### src/rtl/dacfrm_pkg.sv
package dacfrm_pkg;

  localparam int CTRL_BITS = 4;
  localparam int PAD_BITS  = 2;

  typedef enum logic [2:0] {
    ST_IDLE,
    ST_CSL,
    ST_FSL,
    ST_LOW,
    ST_HIGH,
    ST_TAIL,
    ST_REST
  } dac_st_e;

  function automatic int max2(input int a, input int b);
    return (a > b) ? a : b;
  endfunction

endpackage

### src/rtl/dacfrm_word.sv
module dacfrm_word #(
  parameter int CODE_W = 10,
  parameter int WORD_W = 16,
  parameter int SW     = 5
) (
  input  logic              clk,
  input  logic              rst,
  input  logic              load,
  input  logic [CODE_W-1:0] code,
  input  logic              fast,
  input  logic              pdown,
  input  logic [SW-1:0]     sel,
  output logic              bit_o
);
  import dacfrm_pkg::*;

  logic [WORD_W-1:0] word_q;

  always_ff @(posedge clk) begin
    if (rst) begin
      word_q <= '0;
    end else if (load) begin
      word_q <= {1'b0, fast, pdown, 1'b0, code, {PAD_BITS{1'b0}}};
    end
  end

  // sel counts from the MSB; indices past the word read as zero
  always_comb begin
    bit_o = 1'b0;
    for (int k = 0; k < WORD_W; k++) begin
      if (sel == SW'(WORD_W - 1 - k)) bit_o = word_q[k];
    end
  end

endmodule

### src/rtl/dacfrm_timer.sv
module dacfrm_timer #(
  parameter int TW = 4
) (
  input  logic          clk,
  input  logic          rst,
  input  logic          load,
  input  logic [TW-1:0] val,
  output logic          zero_o
);
  logic [TW-1:0] cnt_q;

  always_ff @(posedge clk) begin
    if (rst) begin
      cnt_q <= '0;
    end else if (load) begin
      cnt_q <= val;
    end else if (cnt_q != '0) begin
      cnt_q <= cnt_q - 1'b1;
    end
  end

  assign zero_o = (cnt_q == '0);

endmodule

### src/rtl/dacfrm_fsm.sv
module dacfrm_fsm #(
  parameter int WORD_W   = 16,
  parameter int SW       = 5,
  parameter int TW       = 4,
  parameter int HALF_CYC = 2,
  parameter int CS_LEAD  = 1,
  parameter int FS_LEAD  = 1,
  parameter int FS_TAIL  = 1,
  parameter int FS_REST  = 1,
  parameter int BYTE_GAP = 2
) (
  input  logic          clk,
  input  logic          rst,
  input  logic          start_i,
  input  logic          split_i,
  input  logic          tmr_zero,
  input  logic          word_bit,
  output logic          word_load,
  output logic [SW-1:0] bit_sel,
  output logic          tmr_load,
  output logic [TW-1:0] tmr_val,
  output logic          busy_o,
  output logic          done_o,
  output logic          cs_n_o,
  output logic          fs_o,
  output logic          sclk_o,
  output logic          din_o
);
  import dacfrm_pkg::*;

  localparam int BYTE_BITS = WORD_W / 2;

  dac_st_e       state_q;
  logic [SW-1:0] bitn_q;
  logic          split_q;

  assign word_load = (state_q == ST_IDLE) && start_i;
  assign bit_sel   = (state_q == ST_LOW) ? bitn_q + 1'b1 : bitn_q;
  assign tmr_load  = (state_q == ST_IDLE) ? start_i : tmr_zero;

  always_comb begin
    tmr_val = '0;
    case (state_q)
      ST_IDLE: tmr_val = TW'(CS_LEAD - 1);
      ST_CSL:  tmr_val = TW'(FS_LEAD - 1);
      ST_FSL:  tmr_val = TW'(HALF_CYC - 1);
      ST_LOW:  tmr_val = (split_q && bitn_q == SW'(BYTE_BITS - 1))
                         ? TW'(HALF_CYC - 1 + BYTE_GAP) : TW'(HALF_CYC - 1);
      ST_HIGH: tmr_val = (bitn_q == SW'(WORD_W)) ? TW'(FS_TAIL - 1)
                                                  : TW'(HALF_CYC - 1);
      ST_TAIL: tmr_val = TW'(FS_REST - 1);
      default: tmr_val = '0;
    endcase
  end

  always_ff @(posedge clk) begin
    if (rst) begin
      state_q <= ST_IDLE;
      bitn_q  <= '0;
      split_q <= 1'b0;
      busy_o  <= 1'b0;
      done_o  <= 1'b0;
      cs_n_o  <= 1'b1;
      fs_o    <= 1'b1;
      sclk_o  <= 1'b1;
      din_o   <= 1'b0;
    end else begin
      done_o <= 1'b0;
      case (state_q)
        ST_IDLE: begin
          if (start_i) begin
            state_q <= ST_CSL;
            split_q <= split_i;
            bitn_q  <= '0;
            busy_o  <= 1'b1;
            cs_n_o  <= 1'b0;
          end
        end
        ST_CSL: begin
          if (tmr_zero) begin
            state_q <= ST_FSL;
            fs_o    <= 1'b0;
            din_o   <= word_bit;
          end
        end
        ST_FSL: begin
          if (tmr_zero) begin
            state_q <= ST_LOW;
            sclk_o  <= 1'b0;
          end
        end
        ST_LOW: begin
          if (tmr_zero) begin
            state_q <= ST_HIGH;
            sclk_o  <= 1'b1;
            bitn_q  <= bitn_q + 1'b1;
            din_o   <= word_bit;
          end
        end
        ST_HIGH: begin
          if (tmr_zero) begin
            if (bitn_q == SW'(WORD_W)) begin
              state_q <= ST_TAIL;
              fs_o    <= 1'b1;
            end else begin
              state_q <= ST_LOW;
              sclk_o  <= 1'b0;
            end
          end
        end
        ST_TAIL: begin
          if (tmr_zero) begin
            state_q <= ST_REST;
            cs_n_o  <= 1'b1;
          end
        end
        ST_REST: begin
          if (tmr_zero) begin
            state_q <= ST_IDLE;
            busy_o  <= 1'b0;
            done_o  <= 1'b1;
            bitn_q  <= '0;
          end
        end
        default: state_q <= ST_IDLE;
      endcase
    end
  end

endmodule

### src/rtl/dacfrm_tx.sv
module dacfrm_tx #(
  parameter int CODE_W   = 10,
  parameter int HALF_CYC = 2,
  parameter int CS_LEAD  = 1,
  parameter int FS_LEAD  = 1,
  parameter int FS_TAIL  = 1,
  parameter int FS_REST  = 1,
  parameter int BYTE_GAP = 2
) (
  input  logic              clk,
  input  logic              rst,
  input  logic              start_i,
  input  logic [CODE_W-1:0] code_i,
  input  logic              fast_i,
  input  logic              pdown_i,
  input  logic              split_i,
  output logic              busy_o,
  output logic              done_o,
  output logic              cs_n_o,
  output logic              fs_o,
  output logic              sclk_o,
  output logic              din_o
);
  import dacfrm_pkg::*;

  localparam int WORD_W  = CTRL_BITS + CODE_W + PAD_BITS;
  localparam int SW      = $clog2(WORD_W + 1);
  localparam int TMR_MAX = max2(max2(HALF_CYC - 1 + BYTE_GAP, CS_LEAD),
                                max2(max2(FS_LEAD, FS_TAIL), FS_REST));
  localparam int TW      = max2(1, $clog2(TMR_MAX + 1));

  logic          word_load;
  logic [SW-1:0] bit_sel;
  logic          word_bit;
  logic          tmr_load;
  logic [TW-1:0] tmr_val;
  logic          tmr_zero;

  dacfrm_word #(.CODE_W(CODE_W), .WORD_W(WORD_W), .SW(SW)) word_i (
    .clk   (clk),
    .rst   (rst),
    .load  (word_load),
    .code  (code_i),
    .fast  (fast_i),
    .pdown (pdown_i),
    .sel   (bit_sel),
    .bit_o (word_bit)
  );

  dacfrm_timer #(.TW(TW)) tmr_i (
    .clk    (clk),
    .rst    (rst),
    .load   (tmr_load),
    .val    (tmr_val),
    .zero_o (tmr_zero)
  );

  dacfrm_fsm #(
    .WORD_W(WORD_W), .SW(SW), .TW(TW), .HALF_CYC(HALF_CYC),
    .CS_LEAD(CS_LEAD), .FS_LEAD(FS_LEAD), .FS_TAIL(FS_TAIL),
    .FS_REST(FS_REST), .BYTE_GAP(BYTE_GAP)
  ) fsm_i (
    .clk       (clk),
    .rst       (rst),
    .start_i   (start_i),
    .split_i   (split_i),
    .tmr_zero  (tmr_zero),
    .word_bit  (word_bit),
    .word_load (word_load),
    .bit_sel   (bit_sel),
    .tmr_load  (tmr_load),
    .tmr_val   (tmr_val),
    .busy_o    (busy_o),
    .done_o    (done_o),
    .cs_n_o    (cs_n_o),
    .fs_o      (fs_o),
    .sclk_o    (sclk_o),
    .din_o     (din_o)
  );

endmodule

### config.mk
export PLATFORM = sky130hd
export DESIGN_NAME = dacfrm_tx
export DESIGN_NICKNAME = d
export VERILOG_FILES = /design/src/rtl/dacfrm_pkg.sv /design/src/rtl/dacfrm_word.sv /design/src/rtl/dacfrm_timer.sv /design/src/rtl/dacfrm_fsm.sv /design/src/rtl/dacfrm_tx.sv
export SDC_FILE = /design/constraint.sdc
export NUM_CORES = 1
export LEC_CHECK = 0
export ABC_AREA = 0
export BUFFER_PORTS_ARGS = -buffer_cell sky130_fd_sc_hd__buf_2
export CORE_MARGIN = 4
export CORE_UTILIZATION = 45
export DETAILED_ROUTE_END_ITERATION = 7
export SLEW_MARGIN = 10
export SYNTH_ARGS = -nofsm -noshare
export SYNTH_HDL_FRONTEND = slang
export SYNTH_SLANG_ARGS = --single-unit
### constraint.sdc
create_clock -name clk -period 2.6 [get_ports clk]
set_input_delay 0.26 -clock clk [delete_from_list [all_inputs] [get_ports clk]]
set_output_delay 0.26 -clock clk [all_outputs]
set_load 0.05 [all_outputs]
# [Word-level counts from Yosys, hierarchy flattened]
# Index checks and enable logic that the tools add are counted.
[classes] reduce_logical=22 add_sub_neg=2 bitwise_logic=1 eq_ne=30 muxes=47
[ops] operator="5-bit by 4-bit == test with 1-bit output (second input constant)" count=6
[ops] operator="5-bit by 3-bit == test with 1-bit output (second input constant)" count=5
[ops] operator="1-bit 2-to-1 mux" count=25
[ops] operator="3-bit 2-to-1 mux" count=8
[ops] operator="3-bit case mux with 7 select lines" count=1
[ops] operator="5-bit 2-to-1 mux" count=4
[ops] operator="5-bit case mux with 3 select lines" count=1
[ops] operator="2-bit by 1-bit != test with 1-bit output (second input constant)" count=7
[ops] operator="5-bit by 2-bit == test with 1-bit output (second input constant)" count=2
[ops] operator="2-bit nonzero test" count=5
[ops] operator="3-bit == test (second input constant)" count=3
[ops] operator="4-bit AND reduction" count=2
[ops] operator="7-bit AND reduction" count=1
[ops] operator="3-bit by 2-bit == test with 1-bit output (second input constant)" count=2
[ops] operator="2-bit 2-to-1 mux" count=3
[ops] operator="1-bit case mux with 2 select lines" count=3
[ops] operator="2-bit case mux with 3 select lines" count=1
[ops] operator="3-bit AND reduction" count=2
[ops] operator="3-bit nonzero test" count=2
[ops] operator="5-bit by 1-bit adder with 5-bit output (second input constant)" count=1
[ops] operator="5-bit by 1-bit == test with 1-bit output (second input constant)" count=1
[ops] operator="5-bit == test (second input constant)" count=1
[ops] operator="5-bit zero test" count=1
[ops] operator="5-bit AND reduction" count=1
[ops] operator="10 further kinds" count=14
[totals] regBits=29 out_inout_bits=6 input_bits=16 wordCells=113

# [Logic depth before layout (Yosys ltp)]
[depth] depth_word=17 depth_mapped=10 ltp_nobuf=8

# [Hierarchy]
# Synthesis repeated with hierarchy kept, for this count alone.
[hier_totals] hier_cells=184 hier_area_um2=1614.0
[modules_own_cells] mod="dacfrm_fsm" area_per_inst_um2=899.6 instances=1 cells_each=108
[modules_own_cells] mod="dacfrm_word" area_per_inst_um2=596.8 instances=1 cells_each=63
[modules_own_cells] mod="dacfrm_timer" area_per_inst_um2=117.6 instances=1 cells_each=13

# [Worst setup path before layout]
# Ideal clock, no wire load.
[synth_timing] path_kind="reg-to-reg" startpoint="register fsm_i.state_q[2]" endpoint="register fsm_i.din_o" path_buffers=2 t_required_ps=2477 setup_time_ps=123 synth_period_minus_slack_ps=2029 stages_incl_launch_ff=11 setup_slack_ps=571 arrival_time_ps=1906 cell_sequence="dfxtp_1 buf_6 nand3b_4 clkinv_2 ha_1 clkbuf_1 mux2_2 nand2_1 a211oi_1 o221ai_1 a21oi_2"
[synth_via] elab_chain_len=17 word_cells_on_any_way=33 cone_classes="15 x eq/ne; 15 x mux; 3 x reduce/logical"
[synth_lines] item="start, declared" line_no="dacfrm_fsm.sv:33" source="dac_st_e state_q;"
[synth_lines] item="start signal, assigned" line_no="dacfrm_fsm.sv:58" source="state_q <= ST_IDLE;"
[synth_lines] item="start signal, assigned" line_no="dacfrm_fsm.sv:72" source="state_q <= ST_CSL;"
[synth_lines] item="start signal, assigned" line_no="dacfrm_fsm.sv:81" source="state_q <= ST_FSL;"
[synth_lines] item="3-bit by 2-bit == test with 1-bit output" line_no="dacfrm_fsm.sv:38, dacfrm_fsm.sv:69"
[synth_lines] item="5-bit 2-to-1 mux" line_no="dacfrm_fsm.sv:38" source="assign bit_sel = (state_q == ST_LOW) ? bitn_q + 1'b1 : bitn_q;"
[synth_lines] item="5-bit by 4-bit == test with 1-bit output" line_no="dacfrm_word.sv:31" source="if (sel == SW'(WORD_W - 1 - k)) bit_o = word_q[k];"
[synth_lines] item="1-bit 2-to-1 mux (14 in a row)" line_no="dacfrm_word.sv:31"
[synth_lines] item="end signal, assigned" line_no="dacfrm_fsm.sv:83" source="din_o <= word_bit;"
[synth_lines] item="end signal, assigned" line_no="dacfrm_fsm.sv:97" source="din_o <= word_bit;"
[synth_lines] item="end, declared" line_no="dacfrm_fsm.sv:27" source="output logic din_o"
# Parallel ways exist; a longest one is shown, timed or not.
# A chain may end at the register's enable or synchronous reset.

# [Final worst setup path]
[layout_timing] startpoint="register fsm_i.state_q[1]" endpoint="register fsm_i.din_o"
# Same word-level chain as after synthesis.

==> qor.yml <==
port_buffers: 21
combPwrFrac_pct: 38.6
grt_overflow: 0
routed_wl_mm: 3.770
setup_viol: 0
worst_path_max_delay_cell: "dfxtp_1"
drtIter0Drc: 103
clockBufferDepth: 2
critPathMaxFanout: 15
syn_avg_cell_area_um2: 7.590
antenna_cells: 0
antenna_found_initial: 0
final_nets: 247
swShare_pct: 40.32
synth-async-reset-ratio_pct: 0
critical_path_class: "reg -> reg"
grtUsageMet2_pct: 32.08
synth.net_count: 231
viasPerCell: 5.540
h-tree-depth: 2
synth_cell_type_count: 49
gp_congestion: 0.8740
drv_slew: 0
cts_buffers: 5
pwr-share-clk_pct: 24.5
yosys_warnings: 0
crit_arrival_ps: 2500
slew_headroom_pct: 52.02
route.detailed.drc: 0
period_share_pct: 85.66
worst_pin_slew_ps: 719.2
dp_hpwl_mm: 2.698
cts_tree: "done"
fin_skew_ps: 12.82
root_buffer: "clkbuf_4"
use_met3_pct: 4.493
first_global_vias: 1449
synth.cell_area_um2: 1602
die_h_um: 67.66
max-cap-violations: 0
met1_usage_pct: 22.78
dieArea_um2: 4577
grt_max_degree: 30
syn2layout_area_growth_pct: 12.89
fp-row-count: 21
ys_ff_latch: 29
p_int_w: 0.0009667
grt-busiest-layer: "met2"
rsz0062_at_grt: "no"
dr.pass1.iters: 4
die_w_um: 67.66
via_count: 1518
synth_enable_flop_cells: 0
critPathRequiredTime_ps: 2880
max_freq_ghz: 0.4490
clk_latency_ps: 330
hp-class: "in -> reg"
setup_ws_ps: 372.9
place_worst_setup_slack_ps: 404.2
cp-end-kind: "flip-flop"
initial_core_util_pct: 47.25
ir_drop_v: 0.0004211
clkSinkCount: 29
switching_power_w: 0.0006530
io_pins: 22
cts_hold_buf: 0
final_hold_viol_count: 0
seq_area_frac_synth_pct: 36.25
ctsResizeCount: 0
power.density_nw_per_um2: 895.9
final_antenna_net_count: 0
crit_path_max_incr_delay_ps: 650
layout_min_cycle_time_ps: 2227
crit_chain: "nand3b_4, clkinv_2, ha_1, mux2_2, nand2_1, a211oi_1, o221ai_1, a21oi_2"
wire_per_inst_um: 13.76
grt_use_total_pct: 18.82
drive_gt1_share_pct: 17.98
p_leak_nw: 0.7571
critPathTopFamily: "flip-flops"
ys.flop_type: "dfxtp_1"
post_cts_buffers: 0
seqPwrFrac_pct: 36.9
clkTransAtPathRegs_ps: 100
grt_pass1_wl_mm: 6.541
syn_inst: 211
fin_setup_tns_ps: 0
coreArea_um2: 3390
outcome: "complete, no violations"
worst-path-buf-inv: 1
start_kind: "flip-flop"
==> flip-flops by register name, summed over array words and instances (netlist names) <==
name and count:
fsm_i.done_o 1, fsm_i.din_o 1, word_i.word_q 12, fsm_i.busy_o 1, fsm_i.bitn_q 5, fsm_i.split_q 1, fsm_i.cs_n_o 1, fsm_i.fs_o 1
tmr_i.cnt_q 2, fsm_i.sclk_o 1, fsm_i.state_q 3
==> cell usage after synthesis, types with 2 or more instances <==
| master | number | area (um2) |
|---|---|---|
| nand2_1 | 35 | 131.4 |
| a21oi_1 | 32 | 160.2 |
| dfxtp_1 | 29 | 580.6 |
| nor2_1 | 16 | 60.06 |
| clkbuf_1 | 10 | 37.54 |
| nor3_1 | 10 | 50.05 |
| inv_1 | 9 | 33.78 |
| o21ai_0 | 8 | 40.04 |
| ha_1 | 4 | 50.05 |
| a211oi_1 | 3 | 22.52 |
| a21oi_2 | 3 | 26.28 |
| buf_2 | 3 | 15.01 |
| nand3_1 | 3 | 15.01 |
| o21bai_1 | 3 | 22.52 |
| a2bb2oi_1 | 2 | 17.52 |
| a31oi_1 | 2 | 12.51 |
| and2_0 | 2 | 12.51 |
| mux2_2 | 2 | 22.52 |
| mux2i_1 | 2 | 20.02 |
| nand4_1 | 2 | 12.51 |
| nor2b_1 | 2 | 12.51 |
| or3_1 | 2 | 12.51 |
==> layout make-up <==
type	instances	area (um2)
clock buffer	6	51.30
clock inverter	2	37.54
fill	339	1582
inverter	10	38.79
multi-input combinational	157	914.6
sequential	29	580.6
tap	46	57.56
timing repair buffer	24	127.6
==> stage by stage <==
step | hold WS [ps] | cell area, um2 | total power, W | cells | utilization (%)
2_1_floorplan | 396.0 | 1602 | 0.001088 | 211 | -
3_3_place_gp | 445.1 | 1719 | 0.001210 | 266 | 50.72
3_5_place_dp | 444.9 | 1719 | 0.001233 | 266 | 50.72
4_1_cts | 135.1 | 1808 | 0.001632 | 274 | 53.34
5_1_grt | 140.2 | 1808 | 0.001739 | 274 | 53.34
6_report | 147.4 | 1808 | 0.001620 | 274 | 53.34
==> cells by family after synthesis <==
| logic type | Yosys count | synth area share [%] |
|---|---|---|
| multiplexers | 4 | 2.656 |
| buffers and inverters | 25 | 6.640 |
| AND/OR/NAND/NOR | 82 | 25.08 |
| adder cells (fa/ha/maj) | 4 | 3.125 |
| XOR/XNOR | 2 | 1.094 |
| flip-flops | 29 | 36.25 |
| AO/OA/AOI/OAI | 65 | 25.16 |
==> final timing paths <==
kind / from / endpoint / slack [ps] / cells after the start
max: fsm_i.state_q[1]$_SDFFE_PP0P_ / fsm_i.din_o$_SDFFE_PP0P_ / 370 / 8
min: code_i[1] / word_i.word_q[3]$_SDFFE_PP0P_ / 150 / 3
max reg2reg: fsm_i.state_q[1]$_SDFFE_PP0P_ / fsm_i.din_o$_SDFFE_PP0P_ / 370 / 8
min reg2reg: word_i.word_q[8]$_SDFFE_PP0P_ / word_i.word_q[8]$_SDFFE_PP0P_ / 460 / 2
==> placed cells by master, fill, tap and decap left out, types with 2 or more instances in the layout <==
cell       count
nor3_1        10
o21bai_1       3
ha_1           4
buf_4          3
nand4_1        2
inv_1          9
and2_0         2
dfxtp_1       29
mux2i_1        2
a31oi_1        2
a211oi_1       3
clkbuf_4       5
buf_2         21
a21oi_2        3
or3_1          2
nand3_1        3
nor2_1        16
nor2b_1        2
mux2_2         2
nand2_1       35
a2bb2oi_1      2
o21ai_0        8
a21oi_1       32
==> power groups by stage <==
stage	Combinational [W]	Clock, W	Sequential [W]
after floorplan	0.000422	0	0.000666
after global placement	0.000605	0	0.000605
after detailed placement	0.000624	0	0.000610
after CTS	0.000627	0.000406	0.000599
after global routing	0.000707	0.000421	0.000611
final	0.000626	0.000397	0.000597
==> metal layers <==
metal	vias to the layer above	part of all wire [%]	wire [um]
li1	776	-	-
met1	714	46	1742
met2	22	49	1852
met3	6	3.2	121
met4	0	1.4	54
met5	-	0	0
==> worst min-delay path: stages <==
cell and delay, ps:
buf_2 90, nand2_1 40, a21oi_1 50
No activity file was read; power rests on OpenSTA's default activity.
